**config.mk**
```make
export PLATFORM = sky130hd
export DESIGN_NAME = prs_ctrl
export DESIGN_NICKNAME = d
export VERILOG_FILES = /design/src/rtl/prs_pkg.sv /design/src/rtl/prs_frame.sv /design/src/rtl/prs_unlock.sv /design/src/rtl/prs_readout.sv /design/src/rtl/prs_ctrl.sv
export SDC_FILE = /design/constraint.sdc
export NUM_CORES = 1
export LEC_CHECK = 0
export ABC_AREA = 0
export BUFFER_PORTS_ARGS = -buffer_cell sky130_fd_sc_hd__clkbuf_2
export CAP_MARGIN = 20
export CORE_MARGIN = 5
export CORE_UTILIZATION = 35
export CTS_CLUSTER_SIZE = 24
export DETAILED_ROUTE_END_ITERATION = 8
export SETUP_SLACK_MARGIN = 0.02
export SYNTH_ARGS = -nofsm -noshare
export SYNTH_HDL_FRONTEND = slang
export SYNTH_SLANG_ARGS = --single-unit
```
**constraint.sdc**
```tcl
create_clock -name clk -period 3.75 [get_ports clk]
set_input_delay 0.75 -clock clk [delete_from_list [all_inputs] [get_ports clk]]
set_output_delay 0.75 -clock clk [all_outputs]
set_load 0.01 [all_outputs]
```
**src/rtl/prs_pkg.sv**
```systemverilog
package prs_pkg;
  typedef enum logic [2:0] {
    EV_START = 3'd0,
    EV_DEV   = 3'd1,
    EV_REG   = 3'd2,
    EV_DATA  = 3'd3,
    EV_STOP  = 3'd4
  } ev_kind_e;

  localparam int unsigned BIT_LOCK  = 3;
  localparam int unsigned BIT_RWEN  = 2;
  localparam int unsigned BIT_WEN   = 1;
  localparam int unsigned BIT_SPARE = 4;
  // persistent fields: delay1, monA, monB, lock, delay0
  localparam logic [7:0]  NV_MASK   = 8'hE9;
endpackage

```
**src/rtl/prs_frame.sv**
```systemverilog
module prs_frame
  import prs_pkg::*;
#(
  parameter logic [6:0] DEV_ID  = 7'b1010010,
  parameter logic [7:0] SEL_PTR = 8'hFF
) (
  input  logic       clk,
  input  logic       rst_n,
  input  logic       acc_i,
  input  ev_kind_e   kind_i,
  input  logic [7:0] byte_i,
  input  logic       busy_i,
  input  logic       rd_done_i,
  output logic       resp_valid_o,
  output logic       resp_ack_o,
  output logic       upd_valid_o,
  output logic [7:0] upd_byte_o,
  output logic       rd_req_o
);
  logic       sel_q, rd_q, have_ptr_q;
  logic [7:0] ptr_q, data_q;
  logic [1:0] ndata_q;
  logic       dev_match, ptr_hit, wr_sel, ack_c;

  assign dev_match = (byte_i[7:1] == DEV_ID) && !busy_i;
  assign ptr_hit   = (ptr_q == SEL_PTR);
  assign wr_sel    = sel_q && !rd_q;

  always_comb begin
    ack_c = 1'b0;
    case (kind_i)
      EV_DEV:  ack_c = dev_match && (!byte_i[0] || ptr_hit);
      EV_REG:  ack_c = wr_sel;
      EV_DATA: ack_c = wr_sel && have_ptr_q && (ndata_q == 2'd0);
      default: ack_c = 1'b0;
    endcase
  end

  // a write frame is applied only when it ends holding exactly one data byte
  assign upd_valid_o = acc_i && (kind_i == EV_STOP) && wr_sel && have_ptr_q
                       && ptr_hit && (ndata_q == 2'd1);
  assign upd_byte_o  = data_q;
  assign rd_req_o    = acc_i && (kind_i == EV_DEV) && dev_match && byte_i[0] && ptr_hit;

  always_ff @(posedge clk or negedge rst_n) begin
    if (!rst_n) begin
      resp_valid_o <= 1'b0;
      resp_ack_o   <= 1'b0;
      sel_q        <= 1'b0;
      rd_q         <= 1'b0;
      have_ptr_q   <= 1'b0;
      ptr_q        <= 8'h00;
      data_q       <= 8'h00;
      ndata_q      <= 2'd0;
    end else begin
      resp_valid_o <= acc_i && (kind_i inside {EV_DEV, EV_REG, EV_DATA});
      resp_ack_o   <= acc_i && ack_c;
      if (rd_done_i) sel_q <= 1'b0;
      if (acc_i) begin
        case (kind_i)
          EV_START: begin
            sel_q      <= 1'b0;
            have_ptr_q <= 1'b0;
            ndata_q    <= 2'd0;
          end
          EV_DEV: begin
            sel_q      <= ack_c;
            rd_q       <= byte_i[0];
            have_ptr_q <= 1'b0;
            ndata_q    <= 2'd0;
          end
          EV_REG: begin
            if (wr_sel) begin
              ptr_q      <= byte_i;
              have_ptr_q <= 1'b1;
            end
          end
          EV_DATA: begin
            if (wr_sel && have_ptr_q) begin
              if (ndata_q == 2'd0) data_q <= byte_i;
              if (ndata_q != 2'd2) ndata_q <= ndata_q + 2'd1;
            end
          end
          default: begin
            sel_q      <= 1'b0;
            have_ptr_q <= 1'b0;
            ndata_q    <= 2'd0;
          end
        endcase
      end
    end
  end
endmodule

```
**src/rtl/prs_unlock.sv**
```systemverilog
module prs_unlock
  import prs_pkg::*;
#(
  parameter int unsigned COMMIT_CYC = 625000,
  localparam int unsigned CW = $clog2(COMMIT_CYC + 1)
) (
  input  logic       clk,
  input  logic       rst_n,
  input  logic       upd_valid_i,
  input  logic [7:0] upd_byte_i,
  input  logic       protect_i,
  output logic [7:0] cfg_o,
  output logic       busy_o
);
  logic [7:0]    nv_q, pend_q;
  logic          wen_q, rwen_q, busy_q;
  logic [CW-1:0] cnt_q;

  assign busy_o = busy_q;
  assign cfg_o  = nv_q | {5'b0, rwen_q, wen_q, 1'b0};

  always_ff @(posedge clk or negedge rst_n) begin
    if (!rst_n) begin
      nv_q   <= 8'h00;
      pend_q <= 8'h00;
      wen_q  <= 1'b0;
      rwen_q <= 1'b0;
      busy_q <= 1'b0;
      cnt_q  <= '0;
    end else if (busy_q) begin
      if (cnt_q == '0) begin
        busy_q <= 1'b0;
        nv_q   <= pend_q;
        rwen_q <= 1'b0;
      end else begin
        cnt_q <= cnt_q - 1'b1;
      end
    end else if (upd_valid_i) begin
      case (upd_byte_i[BIT_RWEN:BIT_WEN])
        2'b01: begin
          if (!rwen_q) begin
            wen_q <= 1'b1;
          end else if (protect_i) begin
            rwen_q <= 1'b0;
          end else begin
            pend_q <= upd_byte_i & NV_MASK;
            busy_q <= 1'b1;
            cnt_q  <= CW'(COMMIT_CYC - 1);
          end
        end
        2'b11: if (wen_q) rwen_q <= 1'b1;
        2'b00: begin
          wen_q  <= 1'b0;
          rwen_q <= 1'b0;
        end
        default: ;
      endcase
    end
  end
endmodule

```
**src/rtl/prs_readout.sv**
```systemverilog
module prs_readout
  import prs_pkg::*;
(
  input  logic       clk,
  input  logic       rst_n,
  input  logic       rd_req_i,
  input  logic [7:0] snap_i,
  input  logic       rd_ready_i,
  output logic       rd_valid_o,
  output logic [7:0] rd_data_o,
  output logic       rd_done_o
);
  localparam logic [7:0] SPARE_CLR = ~(8'h01 << BIT_SPARE);

  assign rd_done_o = rd_valid_o && rd_ready_i;

  always_ff @(posedge clk or negedge rst_n) begin
    if (!rst_n) begin
      rd_valid_o <= 1'b0;
      rd_data_o  <= 8'h00;
    end else if (rd_done_o) begin
      rd_valid_o <= 1'b0;
    end else if (rd_req_i && !rd_valid_o) begin
      rd_valid_o <= 1'b1;
      rd_data_o  <= snap_i & SPARE_CLR;
    end
  end
endmodule

```
**src/rtl/prs_ctrl.sv**
```systemverilog
module prs_ctrl
  import prs_pkg::*;
#(
  parameter logic [6:0]  DEV_ID    = 7'b1010010,
  parameter int unsigned CLK_HZ    = 125_000_000,
  parameter int unsigned COMMIT_US = 5000
) (
  input  logic       clk,
  input  logic       rst_n,
  input  logic       ev_valid,
  output logic       ev_ready,
  input  logic [2:0] ev_kind,
  input  logic [7:0] ev_byte,
  input  logic       protect_i,
  output logic       resp_valid,
  output logic       resp_ack,
  output logic       rd_valid,
  input  logic       rd_ready,
  output logic [7:0] rd_data,
  output logic [7:0] cfg_o,
  output logic       busy_o,
  output logic       res_vol_ok,
  output logic       res_nv_ok
);
  localparam int unsigned CYC_PER_US = (CLK_HZ / 1_000_000 > 0) ? CLK_HZ / 1_000_000 : 1;
  localparam int unsigned COMMIT_CYC = (CYC_PER_US * COMMIT_US > 0) ? CYC_PER_US * COMMIT_US : 1;

  logic       acc, upd_valid, rd_req, rd_done;
  logic [7:0] upd_byte;

  assign ev_ready = !rd_valid;
  assign acc      = ev_valid && ev_ready;

  prs_frame #(.DEV_ID(DEV_ID), .SEL_PTR(8'hFF)) u_frame (
    .clk(clk), .rst_n(rst_n), .acc_i(acc), .kind_i(ev_kind_e'(ev_kind)),
    .byte_i(ev_byte), .busy_i(busy_o), .rd_done_i(rd_done),
    .resp_valid_o(resp_valid), .resp_ack_o(resp_ack),
    .upd_valid_o(upd_valid), .upd_byte_o(upd_byte), .rd_req_o(rd_req)
  );

  prs_unlock #(.COMMIT_CYC(COMMIT_CYC)) u_unlock (
    .clk(clk), .rst_n(rst_n), .upd_valid_i(upd_valid), .upd_byte_i(upd_byte),
    .protect_i(protect_i), .cfg_o(cfg_o), .busy_o(busy_o)
  );

  prs_readout u_readout (
    .clk(clk), .rst_n(rst_n), .rd_req_i(rd_req), .snap_i(cfg_o),
    .rd_ready_i(rd_ready), .rd_valid_o(rd_valid), .rd_data_o(rd_data),
    .rd_done_o(rd_done)
  );

  assign res_vol_ok = cfg_o[BIT_WEN] && !cfg_o[BIT_LOCK];
  assign res_nv_ok  = res_vol_ok && !protect_i;
endmodule

```
==> metrics.csv <==
metric;value;unit
worst clock skew;5.133;ps
total power;1316;µW
FF+latch count, synth;63;
post-route setup slack;1269;ps
core box area;0.008763;mm²
port bufs;36;
Slew @ Worst Pin;938.9;ps
synthesized instance count;268;
worst setup path class;register to register;
Layout Nets;336;
relative slew slack;0.3689;
synthesized cell area;0.003151;mm²
DR WL/cell;15.04;µm
largest net degree at the start of global routing;41;
worst-path fanout max;15;
max-capacitance violation count;0;
EDFF count, synth;0;
Area contributors post-synth;dfrtp_1 (50%), mux2_2 (12%), ha_1 (3.2%);
critical path's largest stage delay;570;ps
sequential cell area fraction in the yosys report;0.5004;
first-pass GRT wire length;10980;µm
die height;104.9;µm
Yosys cell types;56;
Via density;5.287;
layout cells sized above 1;0.3375;
final setup TNS;0;ps
Starting Density;0.3595;
Inserted Diodes;0;
I/O pin cnt;39;
critical path required time;3970;ps
Leak;0.001789;µW
worst-path cell chain;or3_4, or4_4, o31ai_4, nor3_1, a311o_2;
min Tclk post-route;2481;ps
Primary FF master, synth;dfrtp_1;
HP Class;primary input to async pin;
Avg Inst Size Synth;11.76;µm²
H-tree levels;3;
post-route core utilization;0.4143;
fin crit share;0.6616;
number of global-route vias before repair;2245;
type of destination of the critical path;register;
RSZ-0062 raised after global routing;false;
Reg2Reg Depth;5;
final hold violations;0;
deepest clock path buffer count;2;
initial antenna violation count;0;
total grt overflow;0;
slowest CP cell;o31ai_4;
Final setup viols;0;
final routed DRC violation total;0;
post_cts resized;0;
via count;2247;
fmax;403.1;MHz
Post-DP HPWL;4581;µm
asr flop ratio synth;1.000;
Root Buffer;clkbuf_8;
Buf/Inv on CP;0;
CTS buffer count;9;
TritonCTS Sinks;63;
clock transition at the registers of the reported paths;70;ps
die width;104.9;µm
Synthesis Warnings;0;
Core Rows;34;
pwr/cell area;362.5;mW/mm²
final hold slack;214.7;ps
later-pin clock latency in the skew report;340;ps
Synth area leader;dfrtp_1;
ANT nets after route;0;
first-pass detailed-route iteration total;4;
postcts setup bufs;0;
Worst setup SP type;register;
final RePlAce weighted congestion;0.7547;
die area;0.01100;mm²
Final Slew Violations;0;
status;complete, no violations;
Hold-fix buffers, CTS;0;
final WL;6392;µm
CTS tree;built;
Yosys top cell area share;0.5004;
maximum VDD drop;0.1289;mV
pre-CTS WS;1282;ps
delay-heaviest family, CP;simple AND/OR/NAND/NOR gates;
cell depth of the worst setup path;5;
Area Growth Syn to Fin;15.25;%
initial DRC count;137;
Worst EP arrival;2700;ps
Tot GR Track Use;0.1219;
==> Yosys cell counts, drive strengths merged (2+ instances only) <==
library cell / number
ha: 8
o41ai: 3
o2bb2ai: 2
a211o: 5
nor2: 18
mux2i: 3
nand3: 6
nor3b: 3
a21oi: 2
o211a: 2
a21o: 3
xnor2: 2
o21ai: 7
o31ai: 3
nand4: 5
a31oi: 2
dfrtp: 63
o22ai: 2
nand2b: 5
o21a: 2
nor4: 6
inv: 12
nor2b: 2
clkbuf: 2
buf: 7
or3: 7
mux2: 33
o31a: 2
nand2: 16
and3: 6
nor3: 14
and4: 2
==> kinds of logic (layout without fill, tap and decap cells) <==
family                     count (synthesis)  count (layout)  synth area share
xor gates and xnor gates                   3               3          0.008341
muxes                                     36              36            0.1275
and+or+nand+nor                           94              94            0.1799
DFF                                       63              63            0.5004
buffers and inverters                     21              69           0.04130
other                                      1               2          0.001190
AOI/OAI and AO/OA                         42              42            0.1096
adders and majority gates                  8               8           0.03177
==> metal layers <==
metal	wire length [µm]	up-vias	GRT usage
li1	-	1079	-
met1	3078	1098	0.1643
met2	2862	63	0.1826
met3	361	7	0.04007
met4	90	0	0.04566
met5	0	-	0
==> state kept, by name (all words and copies together), names as in the netlist <==
register	count
u_unlock.cnt_q	20
u_frame.ptr_q	8
u_frame.upd_byte_o	7
u_readout.rd_data_o	7
u_unlock.nv_q	5
u_unlock.pend_q	5
u_frame.ndata_q	2
u_frame.have_ptr_q	1
u_frame.rd_q	1
u_frame.resp_ack_o	1
u_frame.resp_valid_o	1
u_frame.sel_q	1
u_readout.rd_valid_o	1
u_unlock.busy_o	1
u_unlock.rwen_q	1
u_unlock.wen_q	1
==> worst reg2reg max path, delay by kind of cell, from the launching register on <==
family          cells  cell delay, ps
compound gates      2             940
flops               1             410
simple gates        3            1020
==> layout make-up <==
cell class | count | area, µm²
timing repair buffer | 41 | 230.2
tap | 108 | 135.1
fill | 850 | 5132
sequential | 63 | 1577
multi-input combinational | 185 | 1448
inverter | 12 | 45.04
clock inverter | 7 | 72.57
clock buffer | 9 | 123.9
==> per-stage QoR <==
step	instance area (µm²)	cells
after floorplan	3154	269
after global placement	3415	408
after detailed placement	3415	408
after CTS	3611	424
after global routing	3631	425
final	3631	425
==> worst paths after layout <==
path | startpoint | end | slack, ps
setup reg to reg | u_unlock.cnt_q[15] | u_unlock.cnt_q[12] | 1270
hold reg to reg | u_frame.upd_byte_o[6] | u_unlock.pend_q[6] | 500
setup / recovery | u_unlock.cnt_q[15] | u_unlock.cnt_q[12] | 1270
min in group clk | u_frame.upd_byte_o[6] | u_unlock.pend_q[6] | 500
max in group asynchronous | rst_n | u_unlock.busy_o | 2810
hold / removal | rst_n | u_unlock.cnt_q[14] | 210
==> where the power goes <==
part	internal, µW	total (µW)	leakage [µW]	switching, µW
Sequential	683	685	0.000845	1.88
Combinational	16.0	43.1	0.000848	27.0
Clock	308	588	0.0000956	280
Total	1010	1320	0.00179	309
==> layout by cell type (no fill, tap or decap), types with 2 or more instances in the layout <==
cell,n
dfrtp_1,63
clkbuf_2,36
mux2_2,33
nor2_1,17
nand2_1,16
nor3_1,14
inv_1,12
clkbuf_8,9
ha_1,8
o21ai_0,7
nand3_1,6
and3_1,6
nand2b_1,5
nand4_1,5
a211o_1,5
or3_2,4
buf_4,4
nor4_2,3
o41ai_1,3
a21o_1,3
mux2i_1,3
nor3b_1,2
nor2b_1,2
and4_1,2
o211a_1,2
nor4_1,2
xnor2_1,2
or3_1,2
a21oi_1,2
o21a_1,2
a31oi_1,2
o2bb2ai_1,2
o22ai_1,2
conb_1,2
clkinvlp_4,2
clkinv_2,2
No activity file was read; power rests on OpenSTA's default activity.
